### config.mk
export PLATFORM = sky130hd
export DESIGN_NAME = loop_heat_table
export DESIGN_NICKNAME = d
export VERILOG_FILES = /design/src/rtl/loop_heat_pkg.sv /design/src/rtl/loop_heat_cam.sv /design/src/rtl/loop_heat_pick.sv /design/src/rtl/loop_heat_seq.sv /design/src/rtl/loop_heat_table.sv
export SDC_FILE = /design/constraint.sdc
export NUM_CORES = 1
export LEC_CHECK = 0
export ABC_AREA = 1
export BUFFER_PORTS_ARGS = -buffer_cell sky130_fd_sc_hd__buf_2
export CORE_UTILIZATION = 40
export DETAILED_ROUTE_END_ITERATION = 12
export MAX_ROUTING_LAYER = met4
export SKIP_CTS_REPAIR_TIMING = 1
export SYNTH_ARGS = -nofsm -noshare
export SYNTH_HDL_FRONTEND = slang
export SYNTH_HIERARCHICAL = 1
export SYNTH_SLANG_ARGS = --single-unit
### constraint.sdc
create_clock -name clk -period 12.2 [get_ports clk]
set_clock_uncertainty 0.1 [all_clocks]
set_input_delay 0.61 -clock clk [delete_from_list [all_inputs] [get_ports clk]]
set_output_delay 0.61 -clock clk [all_outputs]
set_load 0.05 [all_outputs]
### src/rtl/loop_heat_pkg.sv
// Shared types for the loop profiling table.
// Assumes: phase codes are fixed by the top-level encoding in the brief.
package loop_heat_pkg;

    // Phase selected by the two-bit mode input
    typedef enum logic [1:0] {
        PH_IDLE = 2'b00,
        PH_SEED = 2'b01,
        PH_PROF = 2'b10,
        PH_CONF = 2'b11
    } phase_e;

    // Configuration-write sequencer states
    typedef enum logic [1:0] {
        CS_IDLE  = 2'b00,
        CS_WRITE = 2'b01,
        CS_DONE  = 2'b10,
        CS_HOLD  = 2'b11
    } cfg_state_e;

endpackage

### src/rtl/loop_heat_cam.sv
// Fully associative address-to-count store.
// Every slot compares its address with the seed and trace addresses in parallel.
// A new seed takes the lowest empty slot unless it is already present or the
// table is full. A trace hit advances the matching slot's saturating counter.
// Assumes: clear_i, seed_en_i and hit_en_i come from mutually exclusive phases,
// except clear_i and seed_en_i, which may share a cycle (clear applies first).
module loop_heat_cam #(
    parameter int ENTRIES = 8,
    parameter int ADDR_W  = 16,
    parameter int COUNT_W = 16
) (
    input  logic                              clk,
    input  logic                              rst_n,
    input  logic                              clear_i,
    input  logic                              seed_en_i,
    input  logic [ADDR_W-1:0]                 seed_addr_i,
    input  logic                              hit_en_i,
    input  logic [ADDR_W-1:0]                 hit_addr_i,
    output logic [ENTRIES-1:0]                ent_vld_o,
    output logic [ENTRIES-1:0][ADDR_W-1:0]    ent_addr_o,
    output logic [ENTRIES-1:0][COUNT_W-1:0]   ent_cnt_o
);

    localparam int IDX_W = (ENTRIES > 1) ? $clog2(ENTRIES) : 1;
    localparam logic [COUNT_W-1:0] CNT_MAX = {COUNT_W{1'b1}};

    logic                vld_q  [ENTRIES];
    logic [ADDR_W-1:0]   addr_q [ENTRIES];
    logic [COUNT_W-1:0]  cnt_q  [ENTRIES];

    logic [ENTRIES-1:0]  live;
    logic [ENTRIES-1:0]  seed_match;
    logic [ENTRIES-1:0]  hit_match;
    logic                free_found;
    logic [IDX_W-1:0]    free_idx;
    logic                alloc;

    // Occupancy seen by this cycle's seed, after a same-cycle clear
    always_comb begin
        for (int i = 0; i < ENTRIES; i++) begin
            live[i]       = clear_i ? 1'b0 : vld_q[i];
            seed_match[i] = live[i] && (addr_q[i] == seed_addr_i);
            hit_match[i]  = vld_q[i] && (addr_q[i] == hit_addr_i);
        end
    end

    // Lowest-index empty slot, scanned downward so the smallest index is kept
    always_comb begin
        free_found = 1'b0;
        free_idx   = '0;
        for (int i = ENTRIES - 1; i >= 0; i--) begin
            if (!live[i]) begin
                free_found = 1'b1;
                free_idx   = IDX_W'(i);
            end
        end
    end

    // A seed allocates only when it is new and room remains
    assign alloc = seed_en_i && !(|seed_match) && free_found;

    generate
        for (genvar g = 0; g < ENTRIES; g++) begin : g_slot
            // Per-slot state: clear, allocate, or count a trace hit
            always_ff @(posedge clk) begin
                if (!rst_n) begin
                    vld_q[g]  <= 1'b0;
                    addr_q[g] <= '0;
                    cnt_q[g]  <= '0;
                end else begin
                    if (clear_i) begin
                        vld_q[g] <= 1'b0;
                    end
                    if (alloc && (free_idx == IDX_W'(g))) begin
                        vld_q[g]  <= 1'b1;
                        addr_q[g] <= seed_addr_i;
                        cnt_q[g]  <= '0;
                    end else if (hit_en_i && hit_match[g] && (cnt_q[g] != CNT_MAX)) begin
                        cnt_q[g] <= cnt_q[g] + 1'b1;
                    end
                end
            end

            assign ent_vld_o[g]  = vld_q[g];
            assign ent_addr_o[g] = addr_q[g];
            assign ent_cnt_o[g]  = cnt_q[g];
        end
    endgenerate

endmodule

### src/rtl/loop_heat_pick.sv
// Combinational selection of the busiest slot.
// A linear chain keeps a running best. A slot replaces it only with a strictly
// larger count, so equal counts keep the lower index and zero counts never win.
// Assumes: empty slots are masked by ent_vld_i.
module loop_heat_pick #(
    parameter int ENTRIES = 8,
    parameter int ADDR_W  = 16,
    parameter int COUNT_W = 16
) (
    input  logic [ENTRIES-1:0]                ent_vld_i,
    input  logic [ENTRIES-1:0][ADDR_W-1:0]    ent_addr_i,
    input  logic [ENTRIES-1:0][COUNT_W-1:0]   ent_cnt_i,
    output logic [ADDR_W-1:0]                 best_addr_o,
    output logic                              best_ok_o
);

    logic [COUNT_W-1:0] run_cnt  [ENTRIES+1];
    logic [ADDR_W-1:0]  run_addr [ENTRIES+1];

    assign run_cnt[0]  = '0;
    assign run_addr[0] = '0;

    generate
        for (genvar g = 0; g < ENTRIES; g++) begin : g_stage
            logic take;
            // Stage g: replace the running best only on a strictly larger count
            assign take = ent_vld_i[g] && (ent_cnt_i[g] > run_cnt[g]);
            assign run_cnt[g+1]  = take ? ent_cnt_i[g]  : run_cnt[g];
            assign run_addr[g+1] = take ? ent_addr_i[g] : run_addr[g];
        end
    endgenerate

    assign best_addr_o = run_addr[ENTRIES];
    assign best_ok_o   = (run_cnt[ENTRIES] != '0);

endmodule

### src/rtl/loop_heat_seq.sv
// Phase decoder and configuration-write sequencer.
// It turns the mode input into table enables and detects entry into the seed
// phase. On entry into the configure phase it latches the picked result,
// writes once, pulses done, then waits for the phase to leave configure.
// Assumes: the mode input is synchronous to clk.
module loop_heat_seq
    import loop_heat_pkg::*;
#(
    parameter int ADDR_W = 16
) (
    input  logic              clk,
    input  logic              rst_n,
    input  logic [1:0]        mode_i,
    input  logic              seed_valid_i,
    input  logic              trace_valid_i,
    input  logic [ADDR_W-1:0] best_addr_i,
    input  logic              best_ok_i,
    output logic              clear_o,
    output logic              seed_en_o,
    output logic              hit_en_o,
    output logic              cfg_wr_o,
    output logic [ADDR_W-1:0] cfg_loop_o,
    output logic              cfg_ok_o,
    output logic              done_o
);

    phase_e             phase;
    phase_e             phase_prev;
    cfg_state_e         st;
    logic [ADDR_W-1:0]  loop_q;
    logic               ok_q;

    assign phase = phase_e'(mode_i);

    // Remember last cycle's phase to detect entry into seeding
    always_ff @(posedge clk) begin
        if (!rst_n) begin
            phase_prev <= PH_IDLE;
        end else begin
            phase_prev <= phase;
        end
    end

    // Table enables decoded from the current phase
    always_comb begin
        clear_o   = (phase == PH_SEED) && (phase_prev != PH_SEED);
        seed_en_o = (phase == PH_SEED) && seed_valid_i;
        hit_en_o  = (phase == PH_PROF) && trace_valid_i;
    end

    // Configure sequencer: latch result, write, signal done, hold
    always_ff @(posedge clk) begin
        if (!rst_n) begin
            st     <= CS_IDLE;
            loop_q <= '0;
            ok_q   <= 1'b0;
        end else begin
            case (st)
                CS_IDLE: begin
                    if (phase == PH_CONF) begin
                        st     <= CS_WRITE;
                        loop_q <= best_addr_i;
                        ok_q   <= best_ok_i;
                    end
                end
                CS_WRITE: st <= CS_DONE;
                CS_DONE:  st <= CS_HOLD;
                CS_HOLD: begin
                    if (phase != PH_CONF) begin
                        st <= CS_IDLE;
                    end
                end
                default:  st <= CS_IDLE;
            endcase
        end
    end

    assign cfg_wr_o   = (st == CS_WRITE);
    assign done_o     = (st == CS_DONE);
    assign cfg_loop_o = loop_q;
    assign cfg_ok_o   = ok_q;

endmodule

### src/rtl/loop_heat_table.sv
// Loop execution profiling table, top level.
// It joins the associative store, the busiest-slot picker and the phase
// sequencer.
// Assumes: all inputs are synchronous to clk, and an external walker supplies
// the seed addresses.
module loop_heat_table #(
    parameter int ENTRIES = 8,
    parameter int ADDR_W  = 16,
    parameter int COUNT_W = 16
) (
    input  logic              clk,
    input  logic              rst_n,
    input  logic [1:0]        mode_i,
    input  logic              seed_valid_i,
    input  logic [ADDR_W-1:0] seed_addr_i,
    input  logic              trace_valid_i,
    input  logic [ADDR_W-1:0] trace_addr_i,
    output logic              cfg_wr_o,
    output logic [ADDR_W-1:0] cfg_loop_o,
    output logic              cfg_ok_o,
    output logic              done_o
);

    logic                              clear;
    logic                              seed_en;
    logic                              hit_en;
    logic [ENTRIES-1:0]                ent_vld;
    logic [ENTRIES-1:0][ADDR_W-1:0]    ent_addr;
    logic [ENTRIES-1:0][COUNT_W-1:0]   ent_cnt;
    logic [ADDR_W-1:0]                 best_addr;
    logic                              best_ok;

    loop_heat_seq #(
        .ADDR_W (ADDR_W)
    ) u_seq (
        .clk           (clk),
        .rst_n         (rst_n),
        .mode_i        (mode_i),
        .seed_valid_i  (seed_valid_i),
        .trace_valid_i (trace_valid_i),
        .best_addr_i   (best_addr),
        .best_ok_i     (best_ok),
        .clear_o       (clear),
        .seed_en_o     (seed_en),
        .hit_en_o      (hit_en),
        .cfg_wr_o      (cfg_wr_o),
        .cfg_loop_o    (cfg_loop_o),
        .cfg_ok_o      (cfg_ok_o),
        .done_o        (done_o)
    );

    loop_heat_cam #(
        .ENTRIES (ENTRIES),
        .ADDR_W  (ADDR_W),
        .COUNT_W (COUNT_W)
    ) u_cam (
        .clk         (clk),
        .rst_n       (rst_n),
        .clear_i     (clear),
        .seed_en_i   (seed_en),
        .seed_addr_i (seed_addr_i),
        .hit_en_i    (hit_en),
        .hit_addr_i  (trace_addr_i),
        .ent_vld_o   (ent_vld),
        .ent_addr_o  (ent_addr),
        .ent_cnt_o   (ent_cnt)
    );

    loop_heat_pick #(
        .ENTRIES (ENTRIES),
        .ADDR_W  (ADDR_W),
        .COUNT_W (COUNT_W)
    ) u_pick (
        .ent_vld_i   (ent_vld),
        .ent_addr_i  (ent_addr),
        .ent_cnt_i   (ent_cnt),
        .best_addr_o (best_addr),
        .best_ok_o   (best_ok)
    );

endmodule

### Yosys cells after proc, flatten, opt, wreduce, memory -nomap -nowiden

Memory sizes are Yosys's and may differ from the RTL's.
Cells that the tools add are included.

* $add $sub $neg: 8
* magnitude comparators: 8
* equal/unequal tests: 41
* muxes and demuxes: 143
* bitwise logic cells: 40
* reduce and logical (&&, ||, !) cells: 60

Operators with widths (count)
* two-way mux 16 bit: 40
* equality test 16 bit: 16
* adder 16 x 1 -> 16 bit (second input constant): 8
* inequality test 16 bit (second input constant): 8
* > comparator 16 bit: 7
* two-way mux 1 bit: 92
* logical AND 1 bit: 53
* OR 1 bit: 40
* two-way mux 3 bit: 8
* > comparator 16 x 1 -> 1 bit (second input constant): 1
* nonzero test 16 bit: 1
* equality test 3 bit (second input constant): 4
* equality test 2 bit (second input constant): 4
* case mux 2 bit (4 select lines): 1
* OR reduction 8 bit: 1
* equality test 3 x 2 -> 1 bit (second input constant): 2
* inequality test 2 x 1 -> 1 bit (second input constant): 3
* equality test 2 x 1 -> 1 bit (second input constant): 2
* two-way mux 2 bit: 2
* AND reduction 2 bit: 2
* equality test 3 x 1 -> 1 bit (second input constant): 1
* logical NOT 3 bit: 1
* logical NOT 2 bit: 1
* inequality test 2 bit (second input constant): 1
* logical NOT 1 bit: 1

* bits in registers: 21
* memory bits (writable): 264
* input bits: 38
* output and inout bits: 19
* logic and storage cells: 307
* memories kept: 3

Memory list
* u_cam.addr_q: depth 8, width 16, read ports 8, clocked after memory_dff 0, write ports 8, line loop_heat_cam.sv:28 `logic [ADDR_W-1:0] addr_q [ENTRIES];`
* u_cam.cnt_q: depth 8, width 16, read ports 8, clocked after memory_dff 0, write ports 8, line loop_heat_cam.sv:29 `logic [COUNT_W-1:0] cnt_q [ENTRIES];`
* u_cam.vld_q: depth 8, width 1, read ports 8, clocked after memory_dff 0, write ports 8, line loop_heat_cam.sv:27 `logic vld_q [ENTRIES];`

### Logic depth before layout (Yosys ltp)

Gate-level depths: netlist (run 1).
An unclocked memory read counts as a cell.

* word-level depth: 26
* mapped depth: 109
* mapped depth without buffers: 101

### Cells and area by module

Netlist (run 1), hierarchy kept.

By module, submodules not included
* loop_heat_cam: times used 1, cells an instance 1833, area an instance 15899.0 um2, sequential area each 7917.6 um2
* loop_heat_pick: times used 1, cells an instance 943, area an instance 5220.0 um2, sequential area each 0.0 um2
* loop_heat_seq: times used 1, cells an instance 115, area an instance 890.9 um2, sequential area each 420.4 um2

### Least setup slack after synthesis (run 1)

OpenSTA, ideal clock, no wires.

* kind: register -> register
* from: mem u_cam.cnt_q[0][4]
* to: reg u_seq.loop_q[7], in the netlist u_seq/cfg_loop_o[7]
* setup time: 114 ps
* arrival: 11587 ps
* data required time: 11986 ps
* slack: 398 ps
* cell stages (with the launch flop): 80
* path buffers: 9
* clock period less this slack: 11802 ps
* cell sequence: edfxtp_1 -> nor2_1 -> nand3_1 -> nor2_1 -> nand2_1 -> nand2_1 -> inv_2 -> clkbuf_1 -> nand2_1 -> ha_1 -> nand2_1 -> nor2_1 -> nand4_1 -> o21a_1 -> nand2_2 -> buf_6 -> clkbuf_1 -> o21ai_0 -> (+44 left out) -> inv_2 -> buf_1 -> nand3_1 -> and2_1 -> ha_1 -> nand2_1 -> inv_1 -> a221oi_1 -> o221ai_1 -> nand2_1 -> o2111ai_1 -> nand2_1 -> inv_1 -> clkbuf_1 -> nand2_1 -> o21ai_1 -> nor2_2 -> nor2_1

RTL lines
* from (decl): line loop_heat_cam.sv:29
* to (signal assigned): line loop_heat_seq.sv:62 `loop_q <= best_addr_i;`
* to (decl): line loop_heat_seq.sv:30 `logic [ADDR_W-1:0] loop_q;`

==> results of run 1 <==
==> cell families (layout without fill, tap and decap cells) <==
family / after synthesis / count (layout) / share of synthesized area
flops: 285 / 285 / 0.379
fa+ha+maj: 116 / 116 / 0.0659
buf+inv: 409 / 478 / 0.0796
simple gates: 1503 / 1516 / 0.302
xor+xnor: 168 / 168 / 0.0669
other cells: 0 / 2 / 0
compound gates: 410 / 410 / 0.107
==> state kept, by name, indices dropped and copies added, names as in the netlist <==
name,cells
u_cam/addr_q,128
u_seq/cfg_ok_o,1
u_seq/phase_prev,2
u_seq/st,2
u_seq/cfg_loop_o,16
u_cam/vld_q,8
u_cam/cnt_q,128
==> stage by stage <==
step	cell area, µm²	std cells	hold WS (ps)
after floorplan	22000	2891	397
after global placement	22700	3545	378
after detailed placement	22700	3545	377
after CTS	23900	3610	197
after global routing	25000	3671	236
final	25000	3671	217
==> worst max path at each step <==
stage	cells past startpoint	to	startpoint	slack (ps)
final	89	u_seq/cfg_ok_o	u_cam/cnt_q[0][15]	460
after global routing	93	u_seq/cfg_ok_o	u_cam/cnt_q[0][7]	-280
after CTS	75	u_seq/cfg_ok_o	u_cam/cnt_q[0][1]	-710
after detailed placement	73	u_seq/cfg_ok_o	u_cam/cnt_q[0][1]	-690
after global placement	84	u_seq/cfg_ok_o	u_cam/cnt_q[0][1]	-330
after floorplan	79	u_seq/cfg_loop_o[7]	u_cam/cnt_q[0][4]	400
==> routing by layer <==
layer	wire (µm)	vias to the layer above
met1	35400	10200
met5	0	-
li1	-	9879
met4	3680	0
met2	36700	987
met3	6760	213
==> cells in the mapped netlist, types with 10 or more instances <==
cell / count / area, µm²
a211oi_1: 14 / 105
a21oi_1: 50 / 250
buf_2: 55 / 275
buf_4: 25 / 188
clkbuf_1: 45 / 169
dfxtp_1: 22 / 440
edfxtp_1: 263 / 7900
ha_1: 116 / 1450
inv_1: 239 / 897
inv_2: 28 / 105
nand2_1: 662 / 2480
nand2_2: 10 / 62.6
nand3_1: 166 / 831
nand3_2: 10 / 100
nand3b_1: 22 / 165
nand4_1: 35 / 219
nor2_1: 390 / 1460
nor3_1: 145 / 726
nor3_2: 19 / 190
o211ai_1: 26 / 195
o21ai_0: 191 / 956
o21ai_1: 42 / 210
o22ai_1: 51 / 319
xnor2_1: 59 / 517
xor2_1: 109 / 955
==> worst reg2reg max path: cells and delay by family (launching register included) <==
kind	cells	cell delay, ps
AOI/OAI and AO/OA	19	2590
adders and majority gates	7	1860
DFF	1	420
and+or+nand+nor	48	5130
buffers and inverters	15	1540
==> power by group through the flow <==
stage               clock network [µW]  logic [µW]  registers (µW)
finish                            1080         839            1180
detailed placement                   0         718            1200
global route                      1130         910            1190
floorplan                            0         480            1210
global placement                     0         705            1200
CTS                               1100         722            1180
==> layout make-up <==
cell class,count,area (µm²),share of cell area
antenna,2,5.00,0.000200
clock buffer,49,1010,0.0405
clock inverter,16,153,0.00611
inverter,273,1050,0.0419
multi-input combinational,2210,12600,0.504
sequential,285,8340,0.334
tap,696,871,0.0349
timing repair buffer,139,957,0.0383
timing repair inverter,1,6.26,0.000250
==> metrics, run 1 <==
synthesized area per cell between 7 and 8 µm²; Max IR drop VDD around 0.00010 V; first-pass GRT wire length around 120,000 µm; final worst path period need roughly 12,000 ps; DR iter-0 viols ~2,200; cell area power density 124 nW/µm²; worst-skew pair later-pin latency approximately 580 ps; Post-synth EDFFs approximately 260; outcome complete, no violations; GPL Wtd Cong 0.983; Core Footprint between 50,000 and 60,000 µm²; combinational fraction of design power 0.271; Fill cells about 5,400; Final Util 0.462; synthesized instance count slightly below 3,000; initial antenna violation count 2; worst hold-check path type primary input to flip-flop; post-synth net total between 3,000 and 4,000; iteration count of the initial detailed-routing pass 8; Setup crit end kind flip-flop; DRC 0; Port Buffer Count 56; CTS root buf clkbuf_16; Die W about 240 µm; Nets approximately 3,100; largest net degree at the start of global routing 94; Pint around 2000 µW; reg2reg end u_seq/cfg_ok_o; gr ovfl total 0; clock power share 0.349; CP dominant cell by count nand2_1; busiest layer in global routing met2; crit path kind flip-flop to flip-flop; grt met1 use 0.391; mapped cell area approximately 22,000 µm²; row count 85; CTS tree yes; commonest cells after routing, fill and taps aside nand2_1, nor2_1, edfxtp_1, inv_1, nand3_1; slowest CP cell edfxtp_1; Antenna Nets Post-Route 0; top_reg_cell synth edfxtp_1; Switch Pwr ~1100 µW; hold depth 3; switch share 0.349; Final period util 0.962; Via density 5.79; WL/cell 22.5 µm; reg2reg path depth 89; synthesized flop and latch total roughly 290; critical path data required time approximately 13,000 ps; IO Pins 57; initial core utilization 0.407; layout cell share with drive strength beyond 1 0.138; Worst Path Arrival between 10,000 and 15,000 ps; register area share after synthesis 0.379; Final HPWL DP about 58,000 µm; Tightest Pin Transition approximately 1300 ps; commonest non-fill, non-tap cell in the layout nand2_1; Clock Tree Buf Depth 3; Buf+Inv Stages, Crit Path 15; Clock Sink Count 285; Num CTS Buffers 36; area grow syn2layout 13.5%; Die Ht about 240 µm; Synth async-reset ratio 0; final hold vios 0; Hold Startpoint mode_i[0]; H-tree levels 2; CP delay by family, top simple AND/OR/NAND/NOR gates; met2 Resource Use GR 0.449; max cap viols 0; Sequential Power Share 0.381; crit-path max FO 14; Place WS -690 ps; vias about 21,000; max_slew headroom 0.153; startpoint types flip-flop; R2R setup slack 460 ps; distinct cell type count after synthesis 56; Pleak about 0.011 µW; Power Total 3100 µW; Yosys Warn Count 6; max-slew violations 0; Die ar. ~56,000 µm²; final setup vio count 0; Worst Slack Setup Final between 400 and 500 ps; met3 usage 0.0394; GRT Util Overall 0.293; maximum cell stage delay along the critical path between 400 and 500 ps; Critical R2R Launch u_cam/cnt_q[0][15]; vias in the first global route between 15,000 and 20,000; WHS Endpoint u_seq/phase_prev[0]; Total Neg Setup Slack 0 ps; final wirelength 82,500 µm; Fmax achieved around 85 MHz; Worst-path clk slew ~60 ps
Note: power is estimated with default switching activity, not from simulation.
==> run 2: changes to the inputs <==
--- a/config.mk
+++ b/config.mk
@@ -7,6 +7,8 @@
 export LEC_CHECK = 0
 export ABC_AREA = 1
 export BUFFER_PORTS_ARGS = -buffer_cell sky130_fd_sc_hd__buf_2
+export CORE_ASPECT_RATIO = 0.75
+export CORE_MARGIN = 2
 export CORE_UTILIZATION = 40
 export DETAILED_ROUTE_END_ITERATION = 12
 export MAX_ROUTING_LAYER = met4
==> metrics, run 2 (synthesized netlist as in run 1, its figures left out) <==
WHS Endpoint u_seq/phase_prev[1]; final wirelength 86,300 µm (+4.6%); Nets 3,088 (-0.39%); Place WS -995 ps (-305 ps); Core Footprint 54,400 µm² (+0.57%); DRC 0 (unchanged); WL/cell 23.4 µm (+4.3%); Final Util 0.459 (-0.00248); CP delay by family, top simple AND/OR/NAND/NOR gates; worst hold-check path type primary input to flip-flop; Worst Path Arrival 12,200 ps (+90 ps); Final Instance Area 25,000 µm² (about the same); combinational fraction of design power 0.275 (+0.004); Die ar. 56,900 µm² (+1.7%); Total Neg Setup Slack 0 ps (unchanged); RSZ-0062 raised after global routing yes; vias 21,300 (+0.44%); commonest non-fill, non-tap cell in the layout nand2_1; Pint 1960 µW (-2.9%); Port Buffer Count 56 (unchanged); Fmax achieved 84.4 MHz (-0.91%); outcome complete, no violations; Die Ht 207 µm (-12%); startpoint types flip-flop; slowest CP cell a31oi_4; switch share 0.356 (+0.00635); largest net degree at the start of global routing 89 (-5.3%); Pleak 0.0106 µW (-0.53%); final hold vios 0 (unchanged); CP dominant cell by count nand2_1; maximum cell stage delay along the critical path 500 ps (+80 ps); IO Pins 57 (unchanged); Via density 5.80 (+0.14%); Final period util 0.971 (+0.00887); Buf+Inv Stages, Crit Path 8 (-7); vias in the first global route 19,200 (-2.3%); hold depth 3 (unchanged); iteration count of the initial detailed-routing pass 7 (-1); row count 74 (-13%); Max IR drop VDD 0.000103 V (+1.4%); grt met1 use 0.455 (+0.0636); max_slew headroom 0.244 (+0.0912); busiest layer in global routing met1; CTS tree yes; critical path data required time 12,560 ps (about the same); area grow syn2layout 13.6% (about the same); first-pass GRT wire length 124,000 µm (+2.2%); Worst-path clk slew 60 ps (about the same); Switch Pwr 1080 µW (-0.19%); Num CTS Buffers 34 (-5.6%); worst-skew pair later-pin latency 570 ps (about the same); GRT Util Overall 0.298 (+0.00505); met3 usage 0.0604 (+0.0210); Clock Tree Buf Depth 3 (unchanged); met2 Resource Use GR 0.397 (-0.0527); Final HPWL DP 60,900 µm (+5.4%); final setup vio count 0 (unchanged); initial antenna violation count 2 (unchanged); final worst path period need 11,850 ps (+108 ps); clock power share 0.335 (-0.014); Antenna Nets Post-Route 0 (unchanged); reg2reg end u_seq/cfg_ok_o; Die W 275 µm (+16%); reg2reg path depth 80 (-10%); Worst Slack Setup Final 353 ps (-108 ps); Critical R2R Launch u_cam/cnt_q[0][6]; max cap viols 0 (unchanged); initial core utilization 0.404 (-0.00231); Tightest Pin Transition 1130 ps (-137 ps); Post-DP Area 22,800 µm² (+0.18%); commonest cells after routing, fill and taps aside nand2_1, nor2_1, edfxtp_1, inv_1, nand3_1; Sequential Power Share 0.390 (+0.009); Setup crit end kind flip-flop; H-tree levels 2 (unchanged); CTS root buf clkbuf_16; DR iter-0 viols 2,977 (+38%); gr ovfl total 0 (unchanged); R2R setup slack 350 ps (-110 ps); layout cell share with drive strength beyond 1 0.138 (-0.000313); cell area power density 122 nW/µm² (-2.0%); Clock Sink Count 285 (unchanged); crit path kind flip-flop to flip-flop; Hold Startpoint mode_i[1]; crit-path max FO 17 (+3); GPL Wtd Cong 1.01 (+3.1%); max-slew violations 0 (unchanged)
run 2: metrics by stage:
step	instances	hold WS (ps)	power, µW
4_1_cts	3632	208	2930
6_report	3682	237	3040
2_1_floorplan	2891	397	1690
3_3_place_gp	3572	376	1900
3_5_place_dp	3572	385	1910
5_1_grt	3681	230	3170
run 2: worst max-delay path by stage:
stage / cells past startpoint / endpoint / from
floorplan: 79 / u_seq/cfg_loop_o[7] / u_cam/cnt_q[0][4]
global placement: 75 / u_seq/cfg_loop_o[15] / u_cam/vld_q[0][0]
detailed placement: 76 / u_seq/cfg_ok_o / u_cam/cnt_q[0][7]
CTS: 76 / u_seq/cfg_ok_o / u_cam/cnt_q[0][7]
global route: 79 / u_seq/cfg_ok_o / u_cam/cnt_q[0][6]
finish: 80 / u_seq/cfg_ok_o / u_cam/cnt_q[0][6]
run 2: worst register-to-register path, delay by kind of cell, from the launching register on:
kind	cells	cell delay (ps)
AOI/OAI and AO/OA	16	2680
and+or+nand+nor	49	5810
buffers and inverters	8	880
adders and majority gates	7	1860
DFF	1	410
run 2: per-layer routing:
layer  share of wire  vias up  wire (µm)
li1                -     9850          -
met1            0.47    10300      40200
met2            0.41     1094      35100
met3            0.10      133       8930
met4           0.023        0       2000
met5               0        -          0
run 2: layout make-up:
class	instances	area, µm²
antenna	2	5.00
clock buffer	45	912
clock inverter	15	145
fill	5432	29400
inverter	273	1050
multi-input combinational	2212	12800
sequential	285	8340
tap	722	903
timing repair buffer	127	873
timing repair inverter	1	8.76
run 2: power by group through the flow:
stage | combinational, µW | sequential [µW] | clock (µW)
final | 835 | 1180 | 1020
after global routing | 905 | 1190 | 1070
after CTS | 720 | 1180 | 1040
after detailed placement | 716 | 1200 | 0
after global placement | 703 | 1200 | 0
after floorplan | 480 | 1210 | 0
